**src/rtl/pwr_mode_pkg.sv**
```systemverilog
package pwr_mode_pkg;

  typedef enum logic [1:0] {
    MODE_RUN   = 2'd0,
    MODE_STOP  = 2'd1,
    MODE_DEEP  = 2'd2,
    MODE_SLEEP = 2'd3
  } mode_e;

  typedef enum logic [1:0] {
    ST_NORMAL = 2'd0,
    ST_RETAIN = 2'd1,
    ST_GATED  = 2'd2,
    ST_OFF    = 2'd3
  } pstate_e;

  // Sequencer phases: entry steps, resting points, exit steps.
  typedef enum logic [3:0] {
    PH_RUN, PH_SAVE, PH_CLKOFF, PH_RET, PH_ISO, PH_SWOFF, PH_GATE,
    PH_REGOFF, PH_OFF, PH_REGON, PH_SWON, PH_UNISO, PH_RESTORE, PH_CLKON
  } phase_e;

  typedef struct packed {
    logic reg_on;
    logic sw_on;
    logic iso_on;
    logic keep_on;
    logic clk_on;
    logic restore;
  } ctrl_t;

  // Decode of the control lines for each phase.
  function automatic ctrl_t phase_ctrl(phase_e ph);
    ctrl_t c;
    c.reg_on  = !(ph inside {PH_REGOFF, PH_OFF});
    c.sw_on   = !(ph inside {PH_SWOFF, PH_GATE, PH_REGOFF, PH_OFF, PH_REGON});
    c.iso_on  = ph inside {PH_ISO, PH_SWOFF, PH_GATE, PH_REGOFF, PH_OFF,
                           PH_REGON, PH_SWON};
    c.keep_on = ph inside {PH_SAVE, PH_CLKOFF, PH_RET, PH_ISO, PH_SWOFF,
                           PH_GATE, PH_REGOFF, PH_OFF, PH_REGON, PH_SWON,
                           PH_UNISO};
    c.clk_on  = ph inside {PH_RUN, PH_SAVE, PH_CLKON};
    c.restore = (ph == PH_RESTORE);
    return c;
  endfunction

  function automatic logic is_rest(phase_e ph);
    return ph inside {PH_RUN, PH_RET, PH_GATE, PH_OFF};
  endfunction

  function automatic pstate_e rest_code(phase_e ph);
    case (ph)
      PH_RET:  return ST_RETAIN;
      PH_GATE: return ST_GATED;
      PH_OFF:  return ST_OFF;
      default: return ST_NORMAL;
    endcase
  endfunction

endpackage

```
**src/rtl/pwr_settle_timer.sv**
```systemverilog
module pwr_settle_timer #(
  parameter int CYCLES = 8
) (
  input  logic clk,
  input  logic rst_n,
  input  logic start,
  output logic done
);
  localparam int W = (CYCLES < 2) ? 1 : $clog2(CYCLES + 1);
  localparam logic [W-1:0] LOAD = W'(CYCLES - 1);

  logic [W-1:0] cnt_q;
  logic         run_q;

  always_ff @(posedge clk or negedge rst_n) begin
    if (!rst_n) begin
      cnt_q <= '0;
      run_q <= 1'b0;
    end else if (start) begin
      cnt_q <= LOAD;
      run_q <= 1'b1;
    end else if (run_q) begin
      if (cnt_q == '0) run_q <= 1'b0;
      else             cnt_q <= cnt_q - 1'b1;
    end
  end

  assign done = run_q && (cnt_q == '0);

  assert_count_down_R6: assert property (@(posedge clk) disable iff (!rst_n)
    (run_q && !start && cnt_q != '0) |=> (run_q && cnt_q == $past(cnt_q) - 1'b1));

  assert_done_ends_run_R6: assert property (@(posedge clk) disable iff (!rst_n)
    (done && !start) |=> !run_q);

endmodule

```
**src/rtl/pwr_phase_fsm.sv**
```systemverilog
module pwr_phase_fsm
  import pwr_mode_pkg::*;
(
  input  logic       clk,
  input  logic       rst_n,
  input  logic       req_valid,
  input  logic [1:0] req_mode,
  input  logic       wake,
  input  logic       sw_done,
  input  logic       reg_done,
  output phase_e     phase,
  output logic       sw_start,
  output logic       reg_start,
  output logic [1:0] state_code,
  output logic       busy
);
  phase_e  phase_n;
  mode_e   target_q;
  pstate_e code_q;
  logic    accept;

  assign accept = req_valid && (req_mode != MODE_RUN);

  always_comb begin
    phase_n   = phase;
    sw_start  = 1'b0;
    reg_start = 1'b0;
    unique case (phase)
      PH_RUN:     if (accept) phase_n = PH_SAVE;
      PH_SAVE:    phase_n = PH_CLKOFF;
      PH_CLKOFF:  phase_n = (target_q == MODE_STOP) ? PH_RET : PH_ISO;
      PH_RET:     if (wake) phase_n = PH_RESTORE;
      PH_ISO: begin
        phase_n  = PH_SWOFF;
        sw_start = 1'b1;
      end
      PH_SWOFF: if (sw_done) begin
        if (target_q == MODE_DEEP) phase_n = PH_GATE;
        else begin
          phase_n   = PH_REGOFF;
          reg_start = 1'b1;
        end
      end
      PH_GATE: if (wake) begin
        phase_n  = PH_SWON;
        sw_start = 1'b1;
      end
      PH_REGOFF:  if (reg_done) phase_n = PH_OFF;
      PH_OFF: if (wake) begin
        phase_n   = PH_REGON;
        reg_start = 1'b1;
      end
      PH_REGON: if (reg_done) begin
        phase_n  = PH_SWON;
        sw_start = 1'b1;
      end
      PH_SWON:    if (sw_done) phase_n = PH_UNISO;
      PH_UNISO:   phase_n = PH_RESTORE;
      PH_RESTORE: phase_n = PH_CLKON;
      PH_CLKON:   phase_n = PH_RUN;
      default:    phase_n = PH_RUN;
    endcase
  end

  always_ff @(posedge clk or negedge rst_n) begin
    if (!rst_n) begin
      phase    <= PH_RUN;
      target_q <= MODE_RUN;
      code_q   <= ST_NORMAL;
    end else begin
      phase <= phase_n;
      if (phase == PH_RUN && accept) target_q <= mode_e'(req_mode);
      if (phase_n != phase && is_rest(phase_n)) code_q <= rest_code(phase_n);
    end
  end

  assign state_code = code_q;
  assign busy       = !is_rest(phase);

  assert_code_steady_R1: assert property (@(posedge clk) disable iff (!rst_n)
    (busy && $past(busy)) |-> $stable(state_code));

  assert_rest_ignores_req_R9: assert property (@(posedge clk) disable iff (!rst_n)
    (phase != PH_RUN && !busy && !wake) |=> !busy);

endmodule

```
**src/rtl/pwr_domain_fanout.sv**
```systemverilog
module pwr_domain_fanout
  import pwr_mode_pkg::*;
#(
  parameter int NRET  = 3,
  parameter int NGATE = 5
) (
  input  ctrl_t            ctl,
  output logic [NRET-1:0]  keep_en,
  output logic [NRET-1:0]  clk_en,
  output logic [NRET-1:0]  restore,
  output logic [NGATE-1:0] sw_en,
  output logic [NGATE-1:0] iso_en
);
  for (genvar i = 0; i < NRET; i++) begin : g_ret
    assign keep_en[i] = ctl.keep_on;
    assign clk_en[i]  = ctl.clk_on;
    assign restore[i] = ctl.restore;
  end

  for (genvar j = 0; j < NGATE; j++) begin : g_gate
    assign sw_en[j]  = ctl.sw_on;
    assign iso_en[j] = ctl.iso_on;
  end
endmodule

```
**src/rtl/pwr_mode_seq.sv**
```systemverilog
module pwr_mode_seq
  import pwr_mode_pkg::*;
#(
  parameter int NRET       = 3,
  parameter int NGATE      = 5,
  parameter int SW_SETTLE  = 8,
  parameter int REG_SETTLE = 40
) (
  input  logic             clk,
  input  logic             rst_n,
  input  logic             req_valid,
  input  logic [1:0]       req_mode,
  input  logic             wake,
  output logic             reg_en,
  output logic [NRET-1:0]  keep_en,
  output logic [NRET-1:0]  clk_en,
  output logic [NRET-1:0]  restore,
  output logic [NGATE-1:0] sw_en,
  output logic [NGATE-1:0] iso_en,
  output logic [1:0]       state_code,
  output logic             busy
);
  if (SW_SETTLE < 1 || SW_SETTLE >= REG_SETTLE) begin : g_bad_settle
    $error("switch settle must be at least 1 and below regulator settle");
  end

  phase_e phase;
  ctrl_t  ctl;
  logic   sw_start, reg_start, sw_done, reg_done;

  pwr_phase_fsm u_fsm (
    .clk        (clk),
    .rst_n      (rst_n),
    .req_valid  (req_valid),
    .req_mode   (req_mode),
    .wake       (wake),
    .sw_done    (sw_done),
    .reg_done   (reg_done),
    .phase      (phase),
    .sw_start   (sw_start),
    .reg_start  (reg_start),
    .state_code (state_code),
    .busy       (busy)
  );

  pwr_settle_timer #(.CYCLES(SW_SETTLE)) u_sw_timer (
    .clk(clk), .rst_n(rst_n), .start(sw_start), .done(sw_done)
  );

  pwr_settle_timer #(.CYCLES(REG_SETTLE)) u_reg_timer (
    .clk(clk), .rst_n(rst_n), .start(reg_start), .done(reg_done)
  );

  assign ctl    = phase_ctrl(phase);
  assign reg_en = ctl.reg_on;

  pwr_domain_fanout #(.NRET(NRET), .NGATE(NGATE)) u_fanout (
    .ctl     (ctl),
    .keep_en (keep_en),
    .clk_en  (clk_en),
    .restore (restore),
    .sw_en   (sw_en),
    .iso_en  (iso_en)
  );

  assert_reg_off_gated_R2: assert property (@(posedge clk) disable iff (!rst_n)
    !reg_en |-> (sw_en == '0 && iso_en == '1));

  assert_save_before_clkoff_R3: assert property (@(posedge clk) disable iff (!rst_n)
    $fell(ctl.clk_on) |-> ($past(ctl.keep_on) && ctl.keep_on));

  assert_iso_before_open_R5: assert property (@(posedge clk) disable iff (!rst_n)
    $fell(ctl.sw_on) |-> $past(ctl.iso_on));

  assert_sw_settled_before_reg_R6: assert property (@(posedge clk) disable iff (!rst_n)
    $fell(ctl.reg_on) |-> $past(sw_done));

  assert_iso_release_settled_R7: assert property (@(posedge clk) disable iff (!rst_n)
    $fell(ctl.iso_on) |-> ($past(sw_done) && ctl.sw_on));

  assert_restore_powered_R8: assert property (@(posedge clk) disable iff (!rst_n)
    ctl.restore |-> (reg_en && ctl.sw_on && !ctl.iso_on && !ctl.clk_on));

  assert_clk_after_restore_R8: assert property (@(posedge clk) disable iff (!rst_n)
    $rose(ctl.clk_on) |-> $past(ctl.restore));

endmodule

```
**config.mk**
```make
export PLATFORM = sky130hd
export DESIGN_NAME = pwr_mode_seq
export DESIGN_NICKNAME = d
export VERILOG_FILES = /design/src/rtl/pwr_mode_pkg.sv /design/src/rtl/pwr_settle_timer.sv /design/src/rtl/pwr_phase_fsm.sv /design/src/rtl/pwr_domain_fanout.sv /design/src/rtl/pwr_mode_seq.sv
export SDC_FILE = /design/constraint.sdc
export NUM_CORES = 1
export LEC_CHECK = 0
export CAP_MARGIN = 20
export CELL_PAD_IN_SITES_DETAIL_PLACEMENT = 1
export CELL_PAD_IN_SITES_GLOBAL_PLACEMENT = 2
export CORE_AREA = 2 2 69 71
export CTS_CLUSTER_DIAMETER = 80
export DETAILED_ROUTE_END_ITERATION = 10
export DIE_AREA = 0 0 71 73
export DONT_BUFFER_PORTS = 1
export HOLD_SLACK_MARGIN = 0.03
export PLACE_DENSITY = 0.74
export SYNTH_ARGS = -nofsm -noshare
export SYNTH_HDL_FRONTEND = slang
export SYNTH_SLANG_ARGS = --single-unit
export TNS_END_PERCENT = 10
```
**constraint.sdc**
```tcl
create_clock -name clk -period 2.8 [get_ports clk]
set_input_delay 0.56 -clock clk [delete_from_list [all_inputs] [get_ports clk]]
set_output_delay 0.56 -clock clk [all_outputs]
set_load 0.02 [all_outputs]
```
* Word level (Yosys, flattened, before mapping) *
Cells that the tools add are included.

storage, ports and cells
  register bits = 20
  input bits = 6
  output and inout bits = 23
  word-level logic and storage cells = 84

operators by class
  add/subtract/negate cells = 2
  equal/unequal tests = 21
  muxes and demuxes = 30
  reduce and logical (&&, ||, !) cells = 24

operators by type and width
  operator               number
  $pmux W4 S13           1
  $mux W4                11
  $eq A4 B4 Y1 const B   7
  $eq A4 B3 Y1 const B   5
  $mux W6                3
  $eq A4 B2 Y1 const B   3
  $logic_not A4 Y1       3
  $mux W1                11
  $reduce_bool A11 Y1    1
  $reduce_bool A2 Y1     4
  $reduce_bool A4 Y1     2
  $reduce_bool A7 Y1     1
  $logic_not A6 Y1       1
  $pmux W2 S3            1
  $sub A6 B1 Y6 const B  1
  $logic_and A1 B1 Y1    5
  $reduce_bool A5 Y1     1
  $eq A4 B1 Y1 const B   1
  $ne A2 B2 Y1 const B   2
  $ne A4 B4 Y1           1
  $reduce_and A2 Y1      2
  $sub A4 B1 Y4 const B  1
  $logic_not A1 Y1       3
  $mux W3                1
  other kinds (5)        5

* Logic depth before layout (Yosys ltp) *
  depth in word-level cells = 7
  mapped depth = 9
  mapped depth without buffers = 9

* Modules after synthesis *
Synthesis repeated with hierarchy kept, for this count alone.

unflattened totals
  cell total of the unflattened synthesis = 200
  area, all modules = 1,767.9 sq um

by module, submodules not included
  module                          instances  cells each  area each (sq um)  seq. area each (sq um)
  pwr_phase_fsm                   1          101         862.1              200.2
  pwr_settle_timer (u_reg_timer)  1          41          392.9              175.2
  pwr_settle_timer (u_sw_timer)   1          25          272.8              125.1
  pwr_domain_fanout               1          19          142.6              0.0
  pwr_mode_seq                    1          14          97.6               0.0

* Least setup slack after synthesis *
Ideal clock, no wire load.

  kind = reg-to-output
  start point = register u_fsm.phase[1]
  end point = output port iso_en[1]
  arrival = 1.756 ns
  required time = 2.240 ns
  slack = 0.484 ns
  stages on the path, launching flop included = 6
  buffers on the path = 2
  cells stage by stage = dfrtp_1 > buf_4 > nand2_1 > inv_1 > o21ai_0 > buf_4

between the ends
  longest elaborated chain between the ends = 2
  elaborated cells between the ends (all ways) = 8
  those cells by class = eq/ne (7); reduce/logical (1)

RTL lines
  item                                          RTL line             text
  start: declaration                            pwr_phase_fsm.sv:11  output phase_e phase,
  start signal: assignment                      pwr_phase_fsm.sv:71  phase <= phase_n;
  $eq A4 B3 Y1 or $eq A4 B4 Y1 (tied branches)  pwr_mode_pkg.sv:37   c.iso_on = ph inside {PH_ISO, PH_SWOFF, PH_GATE, PH_REGOFF, PH_OFF,
  $reduce_bool A7 Y1 *                          pwr_mode_pkg.sv:37
  end: declaration                              pwr_mode_seq.sv:19   output logic [NGATE-1:0] iso_en,

Mark *: on every way between the ends. The rest lies on a longest branch, timed or not.

* Worst setup path after layout *
  start point = register u_fsm.phase[0]
  end point = output port restore[0]

between the ends
  longest elaborated chain between the ends = 1

RTL lines
  item              RTL line            text
  $eq A4 B4 Y1      pwr_mode_pkg.sv:43  c.restore = (ph == PH_RESTORE);
  end: declaration  pwr_mode_seq.sv:17  output logic [NRET-1:0] restore,

Every way passes these cells.

==> impl_metrics.toml <==
[outcome]
status = "completed"

[layout]
layout_commonest_cell = "nand2_1"
final_cell_area_mm2 = 0.00168
final_cell_mix = "22 x nand2_1, 20 x dfrtp_1, 15 x nor2_1"
area_growth_syn_to_layout_pct = 1.75
layout-drive-gt1-share_pct = 16.7
fin_nets = 185
diodes = 0
fin_cells = 228

[hold_path]
worstHoldPathType = "in -> reg"
min_path_cells = 2
hp-start = "req_mode[0]"

[clocking]
clkSinkCount = 20
cts_max_level = 1
clock_path_buffers = 2
cts_made_buffers = 3
cts.clk_slew.worst_paths_ns = 0.08
tritoncts = "built"
cts_root_buffer = "clkbuf_8"
clk_latency_ns = 0.26

[floorplan]
fp.dieW_um = 71
rows = 25
io_pins = 29
dieArea_mm2 = 0.00518
initial_core_util_pct = 36.3
core_mm2 = 0.00454
die_h_um = 73

[timing]
rsz0062_at_grt = "no"
hold_viol_final = 0
setup_violations = 0
fin_crit_ns = 2.50
fmax_mhz = 400
clock_skew_ns = 0.00279
timing.slew.headroom_pct = 37.3
final_max_slew_viol_count = 0
min_period_over_period_pct = 89.3
tightest_slew_ns = 0.938
fin_tns_setup_ns = 0

[placed_design]
place_congestion = 0.804
dpl.cell_count = 223
dpl.hpwl_mm = 2.93
placed_area_mm2 = 0.00159
io_buffers = 0

[drt]
vias_per_cell = 5.51
wl_per_cell_um = 17.1
ant_nets = 0
dr_total_vias = 1257
firstDrtPassIters = 4
drc_errors = 0
wl_mm = 3.89
drt_iter0_markers = 81

[critical_path]
slowest_delay_ns = 0.61
cp-start-kind = "flop"
critPathRequiredTime_ns = 2.24
crit_buf_inv = 1
cp_max_fo = 14
crit_path_start = "u_fsm.phase[0]"
r2r_start = "u_fsm.phase[3]"
cp.arrival_ns = 1.94
reg2reg_depth = 7
critPathCaptureType = "primary output"
worstSetupPathType = "reg -> out"
crit_cells = 3
slowest_stage = "and3_1"
crit_family = "simple AND/OR/NAND/NOR gates"
rrSetupSlack_ns = 0.41
cp_cell_sequence = "buf_4, nor2_1, and3_1"

[logic_synthesis]
synth_xor_area_share_pct = 4.79
syn_inst = 186
muxShareOfSynthArea_pct = 2.13
yosys.area_share.simple_pct = 28.2
ys_async_sr_fraction_pct = 100
synthFlopType = "dfrtp_1"
syn_area_mm2 = 0.00165
synth_edf_count = 0
avgSynthCellArea_um2 = 8.85
ys_seq_area_share_pct = 30.4
syn_nets = 196
synth.distinct_cells = 53
synthAdderAreaFrac_pct = 3.04
synth_compound_area_share_pct = 19.5
ys_seq_elements = 20
synth_top_family_by_area = "simple AND/OR/NAND/NOR gates"
ys_warn_count = 0

[pwr]
p_leak_nw = 0.726
p_per_area_mw_per_mm2 = 1410
ir_drop_mv = 0.390

[global_route]
grt_pass1_wl_mm = 6.49
grt_pass1_vias = 1313
grt_overflow_total = 0
antenna_found_initial = 0
grtUsageTotal_pct = 16.1
grt_max_degree = 23

[run]
cap_violations = 0
==> cells in the mapped netlist, drive strengths merged (4+ instances only) <==
| library cell | count | area share [%] |
|---|---|---|
| nand2 | 22 | 5.0 |
| buf | 21 | 9.9 |
| dfrtp | 20 | 30 |
| nor2 | 16 | 3.6 |
| o21ai | 12 | 4.6 |
| a21oi | 8 | 2.7 |
| nand3 | 8 | 3.2 |
| inv | 7 | 1.6 |
| xor2 | 6 | 3.2 |
| and3 | 5 | 2.5 |
| nand2b | 5 | 1.9 |
| nor2b | 5 | 1.9 |
| a31oi | 4 | 2.4 |
| ha | 4 | 3.0 |
| nor3 | 4 | 1.9 |
| nor4 | 4 | 1.9 |
| o211ai | 4 | 2.7 |
==> cells by family (layout without fill, tap and decap cells) <==
| group | after synthesis | after routing |
|---|---|---|
| simple gates | 80 | 80 |
| compound gates | 40 | 40 |
| mux | 3 | 3 |
| fa+ha+maj | 4 | 4 |
| xor+xnor | 9 | 9 |
| flops | 20 | 20 |
| buf+inv | 30 | 18 |
==> flip-flops by register name, summed over array words and instances (netlist names) <==
register	count
u_reg_timer.cnt_q	6
u_sw_timer.cnt_q	4
u_reg_timer.run_q	1
u_fsm.phase	4
u_sw_timer.run_q	1
u_fsm.state_code	2
u_fsm.target_q	2
==> stage by stage <==
stage	power (W)	hold WS, ns	setup WS [ns]	util (%)
floorplan	0.00196	0.264	0.484	-
global placement	0.00200	0.265	0.504	35.1
detailed placement	0.00207	0.265	0.413	35.1
CTS	0.00239	0.483	0.293	36.9
global route	0.00256	0.517	0.133	36.9
finish	0.00236	0.487	0.301	36.9
==> path summary, 6_finish.rpt <==
| path | to |
|---|---|
| max in group asynchronous | u_fsm.state_code[0] |
| hold reg to reg | u_fsm.target_q[1] |
| setup / recovery | restore[0] |
| min in group asynchronous | u_reg_timer.cnt_q[0] |
| setup reg to reg | u_fsm.state_code[1] |
| hold / removal | u_fsm.target_q[0] |
==> routing by layer <==
layer	GRT usage [%]	share of wire [%]	up-vias
met5	0	0	-
met4	5.66	2.2	0
met3	2.76	3.1	6
met2	28.1	49	21
met1	20.1	45	623
li1	-	-	607
==> repair_timing <==
item | CTS | global route
hold endpoints to repair | 20 | 0
hold buffers | 1 | 0
gates resized for setup | 0 | 0
setup buffers | 0 | 0
==> report_power, final <==
part | internal [W] | switching (W) | total (W)
Sequential | 0.000401 | 0.000201 | 0.000602
Clock | 0.000191 | 0.000103 | 0.000293
Combinational | 0.000541 | 0.000923 | 0.00146
Total | 0.00113 | 0.00123 | 0.00236
==> layout make-up <==
type | count | area, um^2
clock buffer | 3 | 41.3
clock inverter | 1 | 30.0
fill | 539 | 2860
inverter | 7 | 26.3
multi-input combinational | 136 | 955
sequential | 20 | 500
tap | 54 | 67.6
timing repair buffer | 7 | 55.1
(Power assumes the default switching activity.)
